==> src/rtl/lt_pkg.sv <==
// Package lt_pkg
// Shared register selects, timer-entry bit positions and the divide-setting
// decode for the local interrupt controller timer.
package lt_pkg;

    typedef enum logic [1:0] {
        SEL_INIT  = 2'd0,
        SEL_DIV   = 2'd1,
        SEL_ENTRY = 2'd2,
        SEL_NONE  = 2'd3
    } lt_sel_e;

    localparam int ENT_MASK_BIT = 8;
    localparam int ENT_PER_BIT  = 9;
    localparam int SHIFT_W      = 3;

    // Map the divide setting (bits 3,1,0) to a right-shift amount.
    function automatic logic [SHIFT_W-1:0] div_to_shift(input logic [3:0] d);
        logic [2:0] v;
        v = {d[3], d[1], d[0]};
        if (v == 3'b111) return '0;
        return v + 3'd1;
    endfunction

endpackage

==> src/rtl/lt_regs.sv <==
// Module lt_regs
// Holds the programmable state: starting count, divide shift and timer entry.
// Assumes at most one write per cycle; a write to select 3 is dropped.
// Produces a load strobe in the cycle the starting count is written.
module lt_regs
    import lt_pkg::*;
#(
    parameter int CNT_W = 32,
    parameter int VEC_W = 8
) (
    input  logic                clk,
    input  logic                rst_n,
    input  logic                wr_en,
    input  logic [1:0]          wr_sel,
    input  logic [CNT_W-1:0]    wr_data,
    output logic                load,
    output logic [CNT_W-1:0]    init_q,
    output logic [SHIFT_W-1:0]  shift_q,
    output logic                mask_q,
    output logic                periodic_q,
    output logic [VEC_W-1:0]    vec_q
);

    lt_sel_e sel;

    // Decode the select into the register enum.
    always_comb sel = lt_sel_e'(wr_sel);

    // Strobe that restarts the timer.
    always_comb load = wr_en && (sel == SEL_INIT);

    // Register updates with reset to masked, one-shot, divide-by-2.
    always_ff @(posedge clk) begin
        if (!rst_n) begin
            init_q     <= '0;
            shift_q    <= div_to_shift(4'h0);
            mask_q     <= 1'b1;
            periodic_q <= 1'b0;
            vec_q      <= '0;
        end else if (wr_en) begin
            case (sel)
                SEL_INIT:  init_q  <= wr_data;
                SEL_DIV:   shift_q <= div_to_shift(wr_data[3:0]);
                SEL_ENTRY: begin
                    vec_q      <= wr_data[VEC_W-1:0];
                    mask_q     <= wr_data[ENT_MASK_BIT];
                    periodic_q <= wr_data[ENT_PER_BIT];
                end
                default: ;
            endcase
        end
    end

endmodule

==> src/rtl/lt_prescaler.sv <==
// Module lt_prescaler
// Divides the clock by 2^shift into a one-cycle tick. The phase restarts on
// a starting-count write, so the first tick lands 2^shift edges later.
// A shrinking shift takes effect at once through the >= compare.
module lt_prescaler
    import lt_pkg::*;
#(
    parameter int PRE_W = (1 << SHIFT_W) - 1
) (
    input  logic               clk,
    input  logic               rst_n,
    input  logic               restart,
    input  logic [SHIFT_W-1:0] shift,
    output logic               tick
);

    logic [PRE_W-1:0] pre_q;
    logic [PRE_W-1:0] limit;

    // Terminal value of the phase counter for the current shift.
    always_comb limit = PRE_W'((32'd1 << shift) - 32'd1);

    // Tick when the phase counter reaches its terminal value.
    always_comb tick = (pre_q >= limit);

    // Phase counter: cleared on restart and on each tick.
    always_ff @(posedge clk) begin
        if (!rst_n || restart || tick) pre_q <= '0;
        else                           pre_q <= pre_q + 1'b1;
    end

endmodule

==> src/rtl/lt_counter.sv <==
// Module lt_counter
// Down-counter that steps on each tick. In one-shot mode it saturates at
// zero and flags one expiry on the tick after zero. In periodic mode it
// reloads on that tick and flags an expiry each time. A load has priority
// over a tick in the same cycle.
module lt_counter #(
    parameter int CNT_W = 32
) (
    input  logic             clk,
    input  logic             rst_n,
    input  logic             load,
    input  logic [CNT_W-1:0] load_val,
    input  logic [CNT_W-1:0] reload_val,
    input  logic             tick,
    input  logic             periodic,
    output logic [CNT_W-1:0] cnt_q,
    output logic             expire
);

    logic armed_q;
    logic at_zero;

    // Count has run out.
    always_comb at_zero = (cnt_q == '0);

    // Expiry strobe: tick at zero, with a schedule pending.
    always_comb expire = tick && !load && at_zero &&
                         (periodic ? (reload_val != '0) : armed_q);

    // Count and one-shot arm state.
    always_ff @(posedge clk) begin
        if (!rst_n) begin
            cnt_q   <= '0;
            armed_q <= 1'b0;
        end else if (load) begin
            cnt_q   <= load_val;
            armed_q <= (load_val != '0);
        end else if (tick) begin
            if (at_zero) begin
                armed_q <= 1'b0;
                if (periodic) cnt_q <= reload_val;
            end else begin
                cnt_q <= cnt_q - 1'b1;
            end
        end
    end

endmodule

==> src/rtl/lapic_timer.sv <==
// Module lapic_timer
// Timer of a processor-local interrupt controller. It joins the register
// block, the prescaler and the down-counter, and registers the expiry into
// a one-cycle request with its vector. Assumes one clock domain and a
// synchronous active-low reset.
module lapic_timer
    import lt_pkg::*;
#(
    parameter int CNT_W = 32,
    parameter int VEC_W = 8
) (
    input  logic             clk,
    input  logic             rst_n,
    input  logic             wr_en,
    input  logic [1:0]       wr_sel,
    input  logic [CNT_W-1:0] wr_data,
    output logic [CNT_W-1:0] cur_count,
    output logic             irq,
    output logic [VEC_W-1:0] irq_vector
);

    logic               load;
    logic [CNT_W-1:0]   init_q;
    logic [SHIFT_W-1:0] shift_q;
    logic               mask_q;
    logic               periodic_q;
    logic [VEC_W-1:0]   vec_q;
    logic               tick;
    logic               expire;

    lt_regs #(.CNT_W(CNT_W), .VEC_W(VEC_W)) u_regs (
        .clk        (clk),
        .rst_n      (rst_n),
        .wr_en      (wr_en),
        .wr_sel     (wr_sel),
        .wr_data    (wr_data),
        .load       (load),
        .init_q     (init_q),
        .shift_q    (shift_q),
        .mask_q     (mask_q),
        .periodic_q (periodic_q),
        .vec_q      (vec_q)
    );

    lt_prescaler u_pre (
        .clk     (clk),
        .rst_n   (rst_n),
        .restart (load),
        .shift   (shift_q),
        .tick    (tick)
    );

    lt_counter #(.CNT_W(CNT_W)) u_cnt (
        .clk        (clk),
        .rst_n      (rst_n),
        .load       (load),
        .load_val   (wr_data),
        .reload_val (init_q),
        .tick       (tick),
        .periodic   (periodic_q),
        .cnt_q      (cur_count),
        .expire     (expire)
    );

    // Register the unmasked expiry into a request pulse with its vector.
    always_ff @(posedge clk) begin
        if (!rst_n) begin
            irq        <= 1'b0;
            irq_vector <= '0;
        end else begin
            irq <= expire && !mask_q;
            if (expire) irq_vector <= vec_q;
        end
    end

endmodule

==> config.mk <==
export PLATFORM = sky130hd
export DESIGN_NAME = lapic_timer
export DESIGN_NICKNAME = d
export VERILOG_FILES = /design/src/rtl/lt_pkg.sv /design/src/rtl/lt_regs.sv /design/src/rtl/lt_prescaler.sv /design/src/rtl/lt_counter.sv /design/src/rtl/lapic_timer.sv
export SDC_FILE = /design/constraint.sdc
export NUM_CORES = 1
export LEC_CHECK = 0
export BUFFER_PORTS_ARGS = -buffer_cell sky130_fd_sc_hd__buf_2
export CAP_MARGIN = 40
export CORE_MARGIN = 4
export CORE_UTILIZATION = 57
export DETAILED_ROUTE_END_ITERATION = 8
export PLACE_DENSITY_LB_ADDON = 0.05
export SETUP_SLACK_MARGIN = 0.05
export SLEW_MARGIN = 25
export SYNTH_ARGS = -nofsm -noshare
export SYNTH_HDL_FRONTEND = slang
export SYNTH_SLANG_ARGS = --single-unit
==> constraint.sdc <==
create_clock -name clk -period 3.8 [get_ports clk]
set_clock_uncertainty 0.2 [all_clocks]
set_input_delay 0.76 -clock clk [delete_from_list [all_inputs] [get_ports clk]]
set_output_delay 0.76 -clock clk [all_outputs]
set_load 0.02 [all_outputs]
Yosys cells after proc, flatten, opt, wreduce, memory -nomap -nowiden
Cells that the tools add are included.

Bits in registers: 94. Bits in latches: 0. RAM bits: 0. Memory bits (read-only): 0. Word-level logic and storage cells: 55. Memories kept: 0.

$add $sub $neg: 4. Multipliers: 0. Div/mod/pow operators: 0. Magnitude comparators: 1. Equal/unequal tests: 4. Shift-type cells: 1. Muxes and demuxes: 14. Bitwise operators: 0. Reductions and logical operators: 21.

Operators with widths (count): 2-to-1 mux 32 bit (4); nonzero test 32 bit (2); zero test 32 bit (1); subtractor 32 x 1 -> 32 bit, second input constant (1); AND reduction 2 bit (5); 2-to-1 mux 1 bit (8); adder 7 x 1 -> 7 bit, second input constant (1); greater-or-equal comparator 7 bit (1); left shift 1 x 3 -> 7 bit, first input constant (1); subtractor 7 x 1 -> 7 bit, second input constant (1); 2-to-1 mux 3 bit (2); logical AND 1 bit (5); nonzero test 2 bit (2); adder 3 x 1 -> 3 bit, second input constant (1); equality test 3 bit, second input constant (1); zero test 1 bit (3); != test 3 x 2 -> 1 bit, second input constant (1); equality test 2 x 1 -> 1 bit, second input constant (1); equality test 2 bit, second input constant (1); zero test 2 bit (1); logical OR 1 bit (2).

Longest topological paths before layout
Word-level depth: 7. Depth in mapped cells: 15. Depth with buffers taken out: 13.

Modules after synthesis
From an unflattened synthesis, not the netlist that was laid out.

Cells, all modules: 639. Area total of the unflattened synthesis: 5318.9 um2.

Modules (own cells, without submodules): lt_counter (instances 1, cells an instance 370, area an instance 2685.1 um2, sequential area each 660.6 um2); lt_regs (instances 1, cells an instance 190, area an instance 1854.3 um2, sequential area each 900.9 um2); lt_prescaler (instances 1, cells an instance 52, area an instance 447.9 um2, sequential area each 140.1 um2); lapic_timer (instances 1, cells an instance 27, area an instance 331.6 um2, sequential area each 180.2 um2).

Worst setup path after synthesis
Ideal clock, no wire load.

Path type: register to register. From: register u_regs.shift_q[0]. To: register u_cnt.cnt_q[0]. Library setup time: 122 ps. Data arrival time: 3128 ps. Data required time: 3478 ps. Slack: 351 ps. Cell stages (with the launch flop): 16. Path buffers: 3. Period minus slack after synthesis: 3449 ps. Path through: dfxtp_1 > clkbuf_1 > or3_1 > ha_1 > buf_1 > xor2_1 > nor2_1 > a21oi_1 > ha_1 > a21oi_1 > nand2_1 > nor2_1 > a21boi_1 > clkbuf_1 > o21ai_0 > o311a_1.

Word-level cells in the longest chain between the ends: 5.

RTL lines: start, declared (RTL line lt_regs.sv:18) `output logic [SHIFT_W-1:0] shift_q,`; start signal, assigned (RTL line lt_regs.sv:36) `shift_q <= div_to_shift(4'h0);`; start signal, assigned (RTL line lt_regs.sv:43) `SEL_DIV: shift_q <= div_to_shift(wr_data[3:0]);`; left shift 1 x 3 -> 7 bit (RTL line lt_prescaler.sv:21) `always_comb limit = PRE_W'((32'd1 << shift) - 32'd1);`; subtractor 7 x 1 -> 7 bit (RTL line lt_prescaler.sv:21); greater-or-equal comparator 7 bit (RTL line lt_prescaler.sv:24) `always_comb tick = (pre_q >= limit);`; nonzero test 2 bit (no line); AND reduction 2 bit (no line); end signal, assigned (RTL line lt_counter.sv:36) `cnt_q <= load_val;`; end signal, assigned (RTL line lt_counter.sv:41) `if (periodic) cnt_q <= reload_val;`; end signal, assigned (RTL line lt_counter.sv:43) `cnt_q <= cnt_q - 1'b1;`; end, declared (RTL line lt_counter.sv:16) `output logic [CNT_W-1:0] cnt_q,`.

No other way between the ends. A chain may end at the register's enable or synchronous reset.

Final worst setup path
From: register u_regs.shift_q[0]. To: register u_cnt.cnt_q[7].

Same word-level chain as after synthesis.

==> results.yml <==
grt:
  grt_usage_pct: 30.1
  grt_pass1_vias: 4615
  antenna_found_initial: 0
  grt_max_degree: 68
  grt_pass1_wl_mm: 24.7
  grt_overflow: 0
sta:
  rsz0062_at_grt: "false"
  maxSlewHeadroom_pct: 49.6
  max_freq_ghz: 0.291
  finalSetupViolCount: 0
  whs_ps: 251
  hold_viol: 0
  worstMarginPinSlew_ps: 749
  finalMaxSlewViolations: 0
  period_minus_slack_ps: 3440
  period_share_pct: 90.4
  setup-tns-final_ps: 0
  final.setup.worst_slack_ps: 365
logic_synthesis:
  post_synth_instance_area_mm2: 0.00512
  synth_flop_cell: "dfxtp_1"
  synth.area.top_cells: "dfxtp_1 37%, nand2_1 7.2%, nor2_1 5.6%"
  yosys.cell_types.count: 59
  yosysWarnings: 0
  yosysTopAreaCell: "dfxtp_1"
  synth_nets: 702
  yosysSeqAreaShare_pct: 36.8
  synth-seq-cells: 94
  async_reset_ff_share_pct: 0
  synth_top_area_share_pct: 36.8
  syn_inst: 651
  synth-edff-count: 0
  synth_area_per_cell_um2: 7.86
placement:
  gp_congestion: 0.965
  hpwl_mm: 11.6
  port_buffers: 77
  placed_area_mm2: 0.00558
  pre_cts_ws_ps: 456
floorplanning:
  core_area_mm2: 0.00872
  die_area_mm2: 0.0106
  boundaryPins: 78
  fp.dieW_um: 103
  start_util_pct: 58.7
  core.rowCount: 34
  die_y_um: 103
critical_path:
  path_cells: "or3_1, ha_1, xor2_1, nor2_1, a21oi_1, ha_1, nand3_1, nand2_1, nor2_1, a21boi_2, buf_4, nor2_1, o221a_2"
  regToRegStartpoint: "u_regs.shift_q[0]"
  crit_path_start: "u_regs.shift_q[0]"
  reg2reg_slack_ps: 360
  crit_fanout: 13
  end_kind: "flip-flop"
  arrival_ps: 3550
  cp-start-kind: "flip-flop"
  cpMaxStageDelayCell: "nor2_1"
  reg2reg_depth: 13
  path_depth: 13
  cp_top_family: "simple AND/OR/NAND/NOR gates"
  r2r_end: "u_cnt.cnt_q[7]"
  max_stage_delay_ps: 490
  path_class: "reg -> reg"
  worstPathRequired_ps: 3910
  endpoint: "u_cnt.cnt_q[7]"
  path_buf_inv: 1
  critPathMostFrequentCell: "nor2_1"
power:
  p_per_area_mw_per_mm2: 795
  p_clk_share_pct: 14.1
  seqPwrFrac_pct: 29.4
  p_sw_share_pct: 48.9
  p_comb_share_pct: 56.5
  p_sw_uw: 2250
  p_leak_uw: 0.00236
  p_int_uw: 2350
  irDropWorstVdd_v: 0.000316
clocking:
  cts_sinks: 94
  cts_max_path_buffers: 2
  root_buffer: "clkbuf_8"
  clock_latency_ps: 370
  cts_made_buffers: 9
  cts_setup_buffers: 0
  cts_tree: "yes"
  cts_resized: 0
  htreeDepth: 3
  holdBufCountCts: 0
  clkTransAtPathRegs_ps: 100
layout:
  nNetsFinal: 761
  fillerInstances: 763
  final_common_cell: "nand2_1"
  syn_to_final_growth_pct: 12.9
  layout_common_cells: "98 x nand2_1, 94 x dfxtp_1, 77 x nor2_1, 77 x buf_2, 52 x a21oi_1"
  final_area_mm2: 0.00578
  drive_gt1_share_pct: 18.3
  fin_util_pct: 66.3
  diodes: 0
detailed_routing:
  firstDrtPassIters: 5
  postRouteAntennaNets: 0
  dr.first_iter.drc_count: 533
  routed-via-count: 5315
  post_drt_wl_per_cell_um: 19.4
  wl_mm: 15.9
  viasPerCell: 6.46
  drc_errors: 0
status:
  status: "completed"
min_path:
  hp-start: "u_regs.mask_q"
  min_path_type: "reg -> reg"
job:
  maxCapViolations: 0
## kinds of logic (layout without fill, tap and decap cells)
logic type / after synthesis / count (layout) / share of synthesized area, %
muxes: 10 / 10 / 1.96
AOI/OAI and AO/OA: 164 / 164 / 22.9
xor gates and xnor gates: 14 / 14 / 2.40
and+or+nand+nor: 296 / 296 / 27.7
DFF: 94 / 94 / 36.8
adders and majority gates: 14 / 14 / 3.42
buffers and inverters: 59 / 123 / 4.84
## final cells by class
type                    count  area (um2)  area share, %
clock inverters             7        62.6           1.08
multi-input cells         498        3000           51.9
flip-flops and latches     94        1880           32.6
well taps                 108         135           2.34
repair buffers             95         533           9.22
clock buffers               9         124           2.14
inverters                  12        45.0          0.780
## flip-flops by register name (all words and copies together), names as in the netlist
register	flops
irq	1
irq_vector	8
u_cnt.armed_q	1
u_cnt.cnt_q	32
u_pre.pre_q	7
u_regs.init_q	32
u_regs.mask_q	1
u_regs.periodic_q	1
u_regs.shift_q	3
u_regs.vec_q	8
## per-layer routing
layer	wire length (um)	track usage [%]	share of wire [%]
met1	7130	46.1	45
met2	6700	41.5	42
met3	1860	7.85	12
met4	244	8.47	1.5
met5	0	0	0
## cells in the mapped netlist (all sizes together) (2+ instances only)
master   n
a311oi   3
a21o     2
o311ai  14
and3     9
nand2   98
xor2    10
nor4b    2
nand3   25
o221a    5
nand3b   2
o311a    3
a211o    2
inv     12
or3      4
mux2i   10
nor2    78
ha      14
or4      3
nor3    32
o31a     2
nor4    22
xnor2    4
clkbuf  34
buf     13
nand4    8
a211oi  34
nand2b   2
o31ai   12
nor3b    4
o32ai    8
o21ai   14
dfxtp   94
a221oi   6
and4     3
a21oi   52
## how the worst min path moves through the flow
stage | slack (ps) | endpoint | cells past startpoint
after floorplan | 200 | irq | 1
after global placement | 230 | irq | 1
after detailed placement | 250 | irq | 1
after CTS | 260 | irq | 1
after global routing | 290 | irq | 1
final | 250 | irq | 1
## metrics by stage
step / power [uW] / instances
floorplan: 3210 / 651
global route: 4870 / 823
global placement: 3850 / 806
finish: 4590 / 823
detailed placement: 3890 / 806
CTS: 4540 / 822
## power by group through the flow
| stage | registers, uW | clock network (uW) | logic (uW) |
|---|---|---|---|
| after detailed placement | 1370 | 0 | 2530 |
| after CTS | 1340 | 655 | 2540 |
| final | 1350 | 647 | 2600 |
| after global placement | 1350 | 0 | 2500 |
| after floorplan | 1460 | 0 | 1750 |
| after global routing | 1370 | 693 | 2800 |
No activity file was read; power rests on OpenSTA's default activity.
